**config.mk**
```make
export PLATFORM = sky130hd
export DESIGN_NAME = mem_align_unit
export DESIGN_NICKNAME = d
export VERILOG_FILES = /design/src/rtl/mau_pkg.sv /design/src/rtl/mau_store_path.sv /design/src/rtl/mau_load_path.sv /design/src/rtl/mau_check.sv /design/src/rtl/mem_align_unit.sv
export SDC_FILE = /design/constraint.sdc
export NUM_CORES = 1
export LEC_CHECK = 0
export ABC_CLOCK_PERIOD_IN_PS = 800
export CAP_MARGIN = 20
export CORE_ASPECT_RATIO = 0.8
export CORE_MARGIN = 8
export CORE_UTILIZATION = 35
export DETAILED_ROUTE_END_ITERATION = 10
export PLACE_DENSITY = 0.66
export RECOVER_POWER = 50
export SYNTH_ARGS = -nofsm -noshare
export SYNTH_HDL_FRONTEND = slang
export SYNTH_HIERARCHICAL = 1
export SYNTH_SLANG_ARGS = --single-unit
export TNS_END_PERCENT = 20
```
**constraint.sdc**
```tcl
create_clock -name clk_i -period 0.8 [get_ports clk_i]
set_input_delay 0.16 -clock clk_i [delete_from_list [all_inputs] [get_ports clk_i]]
set_output_delay 0.16 -clock clk_i [all_outputs]
set_load 0.005 [all_outputs]
```
**src/rtl/mau_pkg.sv**
```systemverilog
package mau_pkg;
  typedef enum logic [1:0] {
    SZ_BYTE  = 2'b00,
    SZ_HALF  = 2'b01,
    SZ_WORD  = 2'b10,
    SZ_DWORD = 2'b11
  } size_e;
endpackage

```
**src/rtl/mau_store_path.sv**
```systemverilog
module mau_store_path #(
  parameter  int DATA_W = 32,
  localparam int LANES  = DATA_W / 8,
  localparam int OFS_W  = $clog2(LANES)
) (
  input  mau_pkg::size_e      size_i,
  input  logic [OFS_W-1:0]    ofs_i,
  input  logic                dw_part_i,
  input  logic [2*DATA_W-1:0] src_i,
  output logic [DATA_W-1:0]   wdata_o,
  output logic [LANES-1:0]    we_o
);
  import mau_pkg::*;

  // lane 0 (lowest address) is the most significant byte
  always_comb begin
    unique case (size_i)
      SZ_BYTE: begin
        wdata_o = {src_i[7:0], {(DATA_W-8){1'b0}}} >> (8 * ofs_i);
        we_o    = {1'b1, {(LANES-1){1'b0}}} >> ofs_i;
      end
      SZ_HALF: begin
        wdata_o = {src_i[15:0], {(DATA_W-16){1'b0}}} >> (8 * ofs_i);
        we_o    = {2'b11, {(LANES-2){1'b0}}} >> ofs_i;
      end
      SZ_WORD: begin
        wdata_o = src_i[DATA_W-1:0];
        we_o    = '1;
      end
      default: begin
        wdata_o = dw_part_i ? src_i[DATA_W-1:0] : src_i[2*DATA_W-1:DATA_W];
        we_o    = '1;
      end
    endcase
  end
endmodule

```
**src/rtl/mau_load_path.sv**
```systemverilog
module mau_load_path #(
  parameter  int DATA_W = 32,
  localparam int LANES  = DATA_W / 8,
  localparam int OFS_W  = $clog2(LANES)
) (
  input  mau_pkg::size_e    size_i,
  input  logic              signed_i,
  input  logic [OFS_W-1:0]  ofs_i,
  input  logic [DATA_W-1:0] rdata_i,
  output logic [DATA_W-1:0] ldata_o
);
  import mau_pkg::*;

  logic [OFS_W-1:0] half_ofs;
  logic [7:0]       byte_sel;
  logic [15:0]      half_sel;

  assign half_ofs = {ofs_i[OFS_W-1:1], 1'b0};
  assign byte_sel = rdata_i[(DATA_W-8)  - 8*ofs_i    +: 8];
  assign half_sel = rdata_i[(DATA_W-16) - 8*half_ofs +: 16];

  always_comb begin
    unique case (size_i)
      SZ_BYTE: ldata_o = {{(DATA_W-8){signed_i & byte_sel[7]}}, byte_sel};
      SZ_HALF: ldata_o = {{(DATA_W-16){signed_i & half_sel[15]}}, half_sel};
      default: ldata_o = rdata_i;
    endcase
  end
endmodule

```
**src/rtl/mau_check.sv**
```systemverilog
module mau_check #(
  parameter  int DATA_W = 32,
  localparam int LANES  = DATA_W / 8,
  localparam int OFS_W  = $clog2(LANES)
) (
  input  mau_pkg::size_e    size_i,
  input  logic              signed_i,
  input  logic              is_store_i,
  input  logic [OFS_W-1:0]  ofs_i,
  input  logic [DATA_W-1:7] hi_i,
  output logic              align_err_o,
  output logic              range_err_o
);
  import mau_pkg::*;

  logic byte_fits, half_fits;

  always_comb begin
    if (signed_i) begin
      byte_fits = (&hi_i[DATA_W-1:7])  | ~(|hi_i[DATA_W-1:7]);
      half_fits = (&hi_i[DATA_W-1:15]) | ~(|hi_i[DATA_W-1:15]);
    end else begin
      byte_fits = ~(|hi_i[DATA_W-1:8]);
      half_fits = ~(|hi_i[DATA_W-1:16]);
    end
  end

  always_comb begin
    unique case (size_i)
      SZ_BYTE: begin align_err_o = 1'b0;   range_err_o = is_store_i & ~byte_fits; end
      SZ_HALF: begin align_err_o = ofs_i[0]; range_err_o = is_store_i & ~half_fits; end
      default: begin align_err_o = |ofs_i;  range_err_o = 1'b0; end
    endcase
  end
endmodule

```
**src/rtl/mem_align_unit.sv**
```systemverilog
module mem_align_unit #(
  parameter  int DATA_W = 32,
  localparam int LANES  = DATA_W / 8,
  localparam int OFS_W  = $clog2(LANES)
) (
  input  logic                clk_i,
  input  logic                rst_ni,
  input  logic                req_valid_i,
  input  logic                is_store_i,
  input  logic [1:0]          size_i,
  input  logic                signed_i,
  input  logic                dw_part_i,
  input  logic [OFS_W-1:0]    addr_lo_i,
  input  logic [2*DATA_W-1:0] wdata_i,
  input  logic [DATA_W-1:0]   rdata_i,
  output logic                valid_o,
  output logic [DATA_W-1:0]   bus_wdata_o,
  output logic [LANES-1:0]    bus_we_o,
  output logic [DATA_W-1:0]   load_data_o,
  output logic                align_err_o,
  output logic                range_err_o
);
  import mau_pkg::*;

  size_e             size;
  logic [DATA_W-1:0] st_data, ld_data;
  logic [LANES-1:0]  st_we;
  logic              a_err, r_err;

  assign size = size_e'(size_i);

  mau_store_path #(.DATA_W(DATA_W)) u_store (
    .size_i(size), .ofs_i(addr_lo_i), .dw_part_i(dw_part_i),
    .src_i(wdata_i), .wdata_o(st_data), .we_o(st_we)
  );

  mau_load_path #(.DATA_W(DATA_W)) u_load (
    .size_i(size), .signed_i(signed_i), .ofs_i(addr_lo_i),
    .rdata_i(rdata_i), .ldata_o(ld_data)
  );

  mau_check #(.DATA_W(DATA_W)) u_check (
    .size_i(size), .signed_i(signed_i), .is_store_i(is_store_i),
    .ofs_i(addr_lo_i), .hi_i(wdata_i[DATA_W-1:7]),
    .align_err_o(a_err), .range_err_o(r_err)
  );

  logic st_ok, ld_ok;
  assign st_ok = req_valid_i & is_store_i & ~a_err & ~r_err;
  assign ld_ok = req_valid_i & ~is_store_i & ~a_err;

  always_ff @(posedge clk_i or negedge rst_ni) begin
    if (!rst_ni) begin
      valid_o     <= 1'b0;
      bus_wdata_o <= '0;
      bus_we_o    <= '0;
      load_data_o <= '0;
      align_err_o <= 1'b0;
      range_err_o <= 1'b0;
    end else begin
      valid_o     <= req_valid_i;
      bus_wdata_o <= (req_valid_i & is_store_i) ? st_data : '0;
      bus_we_o    <= st_ok ? st_we : '0;
      load_data_o <= ld_ok ? ld_data : '0;
      align_err_o <= req_valid_i & a_err;
      range_err_o <= req_valid_i & r_err;
    end
  end

  a_r1_byte_single_lane: assert property (@(posedge clk_i) disable iff (!rst_ni)
    (req_valid_i && is_store_i && size_i == 2'b00) |=> ($countones(bus_we_o) <= 1));
  a_r3_misaligned_blocked: assert property (@(posedge clk_i) disable iff (!rst_ni)
    (req_valid_i && size_i[1] && addr_lo_i != '0) |=> (align_err_o && bus_we_o == '0));
  a_r4_range_blocks_we: assert property (@(posedge clk_i) disable iff (!rst_ni)
    range_err_o |-> (bus_we_o == '0));
  a_r5_word_all_lanes: assert property (@(posedge clk_i) disable iff (!rst_ni)
    (req_valid_i && is_store_i && size_i == 2'b10 && addr_lo_i == '0) |=> (&bus_we_o && !range_err_o));
  a_r9_load_no_write: assert property (@(posedge clk_i) disable iff (!rst_ni)
    (req_valid_i && !is_store_i) |=> (bus_we_o == '0 && !range_err_o));
  a_r10_valid_follows: assert property (@(posedge clk_i) disable iff (!rst_ni)
    req_valid_i |=> valid_o);
  a_r11_idle_quiet: assert property (@(posedge clk_i) disable iff (!rst_ni)
    !req_valid_i |=> (!valid_o && bus_we_o == '0 && !align_err_o && !range_err_o));
endmodule

```
---- Word level (Yosys, flattened, before mapping) ----
Cells that the tools add are included.
operators by class
  reductions and logical operators ........ 8
  bitwise logic cells ..................... 22
  multiplexer cells ....................... 11
  $add $sub $neg .......................... 2
  equal/unequal tests ..................... 2
  shifts and indexed selects .............. 6
operators with widths
  kind                                                                    number
  32-bit two-way mux                                                      3
  32-bit case mux with 3 select lines                                     1
  32-bit case mux with 2 select lines                                     1
  32-bit by 5-bit >> shifter with 32-bit output                           2
  32-bit by 33-bit indexed part select with 16-bit output                 1
  32-bit by 33-bit indexed part select with 8-bit output                  1
  25-bit AND reduction                                                    1
  25-bit OR reduction                                                     1
  24-bit OR reduction                                                     1
  17-bit AND reduction                                                    1
  17-bit OR reduction                                                     1
  16-bit OR reduction                                                     1
  5-bit by 5-bit subtractor with 6-bit output (first input constant)      2
  1-bit AND                                                               11
  1-bit NOT                                                               9
  4-bit case mux with 2 select lines                                      1
  4-bit by 2-bit >> shifter with 4-bit output (first input constant)      2
  4-bit two-way mux                                                       1
  1-bit case mux with 2 select lines                                      2
  2-bit by 1-bit equality test with 1-bit output (second input constant)  1
  2-bit equality test (second input constant)                             1
  2-bit zero test                                                         1
  1-bit two-way mux                                                       2
  1-bit OR                                                                2
  2-bit OR reduction                                                      1
word-level totals
  output and inout port bits .............. 71
  bits of input ports ..................... 106
  logic and storage cells ................. 57
  flip-flop bits (word level) ............. 71

---- Longest topological paths before layout ----
  depth in word-level cells ............... 10
  depth in mapped cells ................... 7

---- Modules after synthesis ----
The synthesis kept the hierarchy.
by module, submodules not included
  module          instances  area each (µm²)  cells an instance
  mem_align_unit  1          2299.7           152
  mau_store_path  1          1303.8           173
  mau_load_path   1          773.2            106
  mau_check       1          166.4            30

---- Least setup slack after synthesis ----
No wires, ideal clock.
  kind .................................... in2reg
  from .................................... in wdata_i[19]
  to ...................................... reg bus_we_o[3]
  cell stages on the path ................. 6
  slack ................................... -0.591 ns
  data arrival time ....................... 1.325 ns
  library setup time ...................... 0.066 ns
  cells stage by stage .................... nand4_1 > or4_1 > o22ai_1 > a21oi_1 > and4bb_2 > and2_1
between the ends
  word-level cells in the longest chain between the ends .. 10
  elaborated cells between the ends (all ways) .. 22
  classes of those cells .................. 4 x mux; 12 x bitwise; 6 x reduce/logical
ends and longest elaborated chain
  item                                                               RTL line                          source
  from (decl)                                                        mem_align_unit.sv:14              input logic [2*DATA_W-1:0] wdata_i,
  25-bit OR reduction / 17-bit OR reduction (equally long branches)  mau_check.sv:20, mau_check.sv:21
  1-bit NOT (on tied branches)                                       mau_check.sv:20, mau_check.sv:21
  1-bit OR (on tied branches)                                        mau_check.sv:20, mau_check.sv:21
  1-bit two-way mux                                                  mau_check.sv:19                   if (signed_i) begin
  1-bit NOT (on tied branches)                                       mau_check.sv:30, mau_check.sv:31
  1-bit AND (on tied branches)                                       mau_check.sv:30, mau_check.sv:31
  1-bit case mux with 2 select lines *                               mau_check.sv:29                   unique case (size_i)
  net r_err                                                          mem_align_unit.sv:28              logic a_err, r_err;
  1-bit NOT *                                                        mem_align_unit.sv:49              assign st_ok = req_valid_i & is_store_i & ~a_err & ~r_err;
  1-bit AND *                                                        mem_align_unit.sv:49
  4-bit two-way mux *                                                mem_align_unit.sv:63              bus_we_o <= st_ok ? st_we : '0;
  to (signal assigned)                                               mem_align_unit.sv:63
  to (decl)                                                          mem_align_unit.sv:18              output logic [LANES-1:0] bus_we_o,
The timed path passes the listed nets; every way through them passes the cells marked *.

---- Worst setup path in the final report ----
  from .................................... in wdata_i[21]
  to ...................................... reg bus_we_o[1]
Same word-level chain as after synthesis.

==> results_dict.tcl <==
set metrics [dict create \
    grt_pass1_wl_um 31100 \
    synth_commonest_cells "dfrtp_1, mux2i_1, a21oi_1" \
    slowest_delay_ns 0.51 \
    syn_inst 461 \
    ys_ff_latch 71 \
    max-cap-violations 0 \
    fin_crit_ns 1.39 \
    die_w_um 143 \
    h-tree-depth 3 \
    core-area_mm2 0.0128 \
    crit_arrival_ns 1.67 \
    cts.sinks 71 \
    clock-root-buffer "clkbuf_16" \
    finalCritPeriodShare_pct 173 \
    leakage_nw 4.15 \
    yosysTopAreaCell "dfrtp_1" \
    synth_top_cell_area_share_pct 39.1 \
    max_freq_ghz 0.722 \
    violations "negative setup slack" \
    dpl-instance-area_mm2 0.00717 \
    synth_most_common_cell "dfrtp_1" \
    path_buf_inv 1 \
    syn_nets 567 \
    worst-setup-path-type "in -> reg" \
    dieHeight_um 118 \
    wl_per_cell_um 22.3 \
    slew_headroom_pct 71.7 \
    worst_pin_slew_ns 0.413 \
    grt_pass1_vias 5410 \
    cp_max_fo 4 \
    utilization_pct 64.6 \
    cts_tree "done" \
    place_ws_ns -1.36 \
    rsz0062_at_grt "yes" \
    synthArstFlopShare_pct 100 \
    hold_path.startpoint "wdata_i[26]" \
    wirelength_um 20900 \
    via_count 5220 \
    finalSetupViolCount 140 \
    vias_per_cell 5.58 \
    synth_edf_count 0 \
    drtIter0Drc 508 \
    ys_warn_count 6 \
    drive_gt1_share_pct 50.5 \
    syn_area_per_cell_um2 9.85 \
    synth_cell_types 53 \
    end_kind "register" \
    whs_ns 0.297 \
    fin_ws_ns -0.586 \
    nFillCells 996 \
    fin_nets 860 \
    syn_to_final_growth_pct 81.6 \
    numCtsBuffers 9 \
    final_cell_area_mm2 0.00825 \
    grt_max_degree 28 \
    drc 0 \
    synth_area_leaders "dfrtp_1, mux2i_1, and3_1, and2_1, a21oi_1" \
    fin_cells 935 \
    syn_area_mm2 0.00454 \
    grt_remaining_overflow 0 \
    die-area_mm2 0.0169 \
    cp_slowest_cell "or4_4" \
    slew_viol_final 0 \
    min_to "bus_wdata_o[26]$_DFF_PN0_" \
    clk_pin_slew_ns 0.06 \
    peakVddDrop_uv 1150 \
    port_buffers 176 \
    start_kind "input port" \
    synthFlopType "dfrtp_1" \
    start_util_pct 35.6 \
    timing.critical_path.cells "buf_2 -> nand4_1 -> or4_4 -> o22ai_2 -> a21oi_2 -> and4bb_2 -> and2_4" \
    grt_usage_pct 23.8 \
    clockBufferDepth 2 \
    hold_path_class "in -> reg" \
    io-pin-count 177 \
    antenna_found_initial 1 \
    place_inst 871 \
    row_count 37 \
    gp_congestion 0.950 \
    cp.required_ns 1.08 \
    powerDensity_mw_per_mm2 1390 \
    ant_nets 0 \
    hold_violations 0 \
    hold_depth 4 \
    dp_hpwl_um 14200 \
    critPathTopFamily "simple AND/OR/NAND/NOR gates" \
    first_pass_iters 5 \
    outcome "finished, violations left" \
    seq_area_frac_synth_pct 39.1 \
]
==> kinds of logic (layout without fill, tap and decap cells) <==
group                  after synthesis  count (layout)  share of synthesized area [%]
and+or+nand+nor                    155             155                           21.6
AOI/OAI and AO/OA                  124             124                           18.6
DFF                                 71              71                           39.1
muxes                               65              65                           14.8
buffers and inverters               46             344                           5.84
other                                0               1                              0
==> worst max-delay path by stage <==
stage                     depth (start not counted)         from               endpoint  slack, ns
after floorplan                                   6  wdata_i[19]  bus_we_o[3]$_DFF_PN0_      -0.59
after global placement                            7  wdata_i[19]  bus_we_o[0]$_DFF_PN0_      -1.29
final                                             7  wdata_i[21]  bus_we_o[1]$_DFF_PN0_      -0.59
after CTS                                         7  wdata_i[17]  bus_we_o[0]$_DFF_PN0_      -0.54
after global routing                              8  wdata_i[13]  bus_we_o[0]$_DFF_PN0_      -0.61
after detailed placement                          7  wdata_i[17]  bus_we_o[1]$_DFF_PN0_      -1.36
==> where the power goes <==
part	total [mW]	internal, mW	switching [mW]
sequential	3.76	3.72	0.0386
combinational	3.50	1.89	1.61
clock	4.25	2.67	1.57
==> routing by layer <==
layer	part of all wire, %	up-vias	GRT usage, %
li1	-	2321	-
met1	42	2570	31.5
met2	47	276	37.0
met3	8.1	53	5.67
met4	2.8	0	8.59
met5	0	-	0
==> registers in the layout, summed over array words and instances, names as in the netlist <==
| register | flops |
|---|---|
| range_err_o | 1 |
| bus_wdata_o | 32 |
| valid_o | 1 |
| bus_we_o | 4 |
| align_err_o | 1 |
| load_data_o | 32 |
==> worst min-delay path: stages <==
cell and delay (ns):
buf_6 0.08, mux2i_1 0.07, o22ai_1 0.13, and3_1 0.15
==> through the flow <==
stage	total power [mW]	setup TNS, ns
2_1_floorplan	4.94	-26.06
3_3_place_gp	6.63	-81.00
3_5_place_dp	6.66	-82.39
4_1_cts	11.4	-36.95
5_1_grt	11.9	-38.94
6_report	11.5	-34.21
==> repair_timing <==
action	4_1_cts	5_1_grt
resized for setup	485	84
hold buffers	1	0
setup buffers	36	6
setup endpoints to repair	141	140
pin swaps	73	30
endpoints found under the hold margin	71	0
cloned	10	0
==> layout by cell type, fill, tap and decap left out, drive strengths merged, types with 4 or more instances in the layout <==
| master | count |
|---|---|
| buf | 214 |
| dfrtp | 71 |
| clkdlybuf4s50 | 60 |
| mux2i | 55 |
| clkbuf | 48 |
| and2 | 38 |
| a21oi | 36 |
| and3 | 32 |
| nand2 | 29 |
| o22ai | 25 |
| o21ai | 19 |
| and3b | 16 |
| dlygate4sd2 | 11 |
| a22oi | 10 |
| mux2 | 10 |
| o221ai | 8 |
| a32oi | 8 |
| nand4 | 7 |
| a2bb2oi | 7 |
| o22a | 7 |
| nor2 | 6 |
| nor4 | 5 |
| nand3 | 4 |
| inv | 4 |
| nand2b | 4 |
==> area by class of cell <==
| cell class | count | area (um^2) | share of cell area [%] |
|---|---|---|---|
| Tap cell | 175 | 219 | 2.65 |
| Antenna cell | 1 | 2.50 | 0.0303 |
| Sequential cell | 71 | 1780 | 21.5 |
| Timing Repair Buffer | 324 | 2910 | 35.2 |
| Clock inverter | 4 | 51.3 | 0.622 |
| Inverter | 4 | 15.0 | 0.182 |
| Multi-Input combinational cell | 344 | 3010 | 36.5 |
| Clock buffer | 12 | 267 | 3.23 |
(Power assumes the default switching activity.)
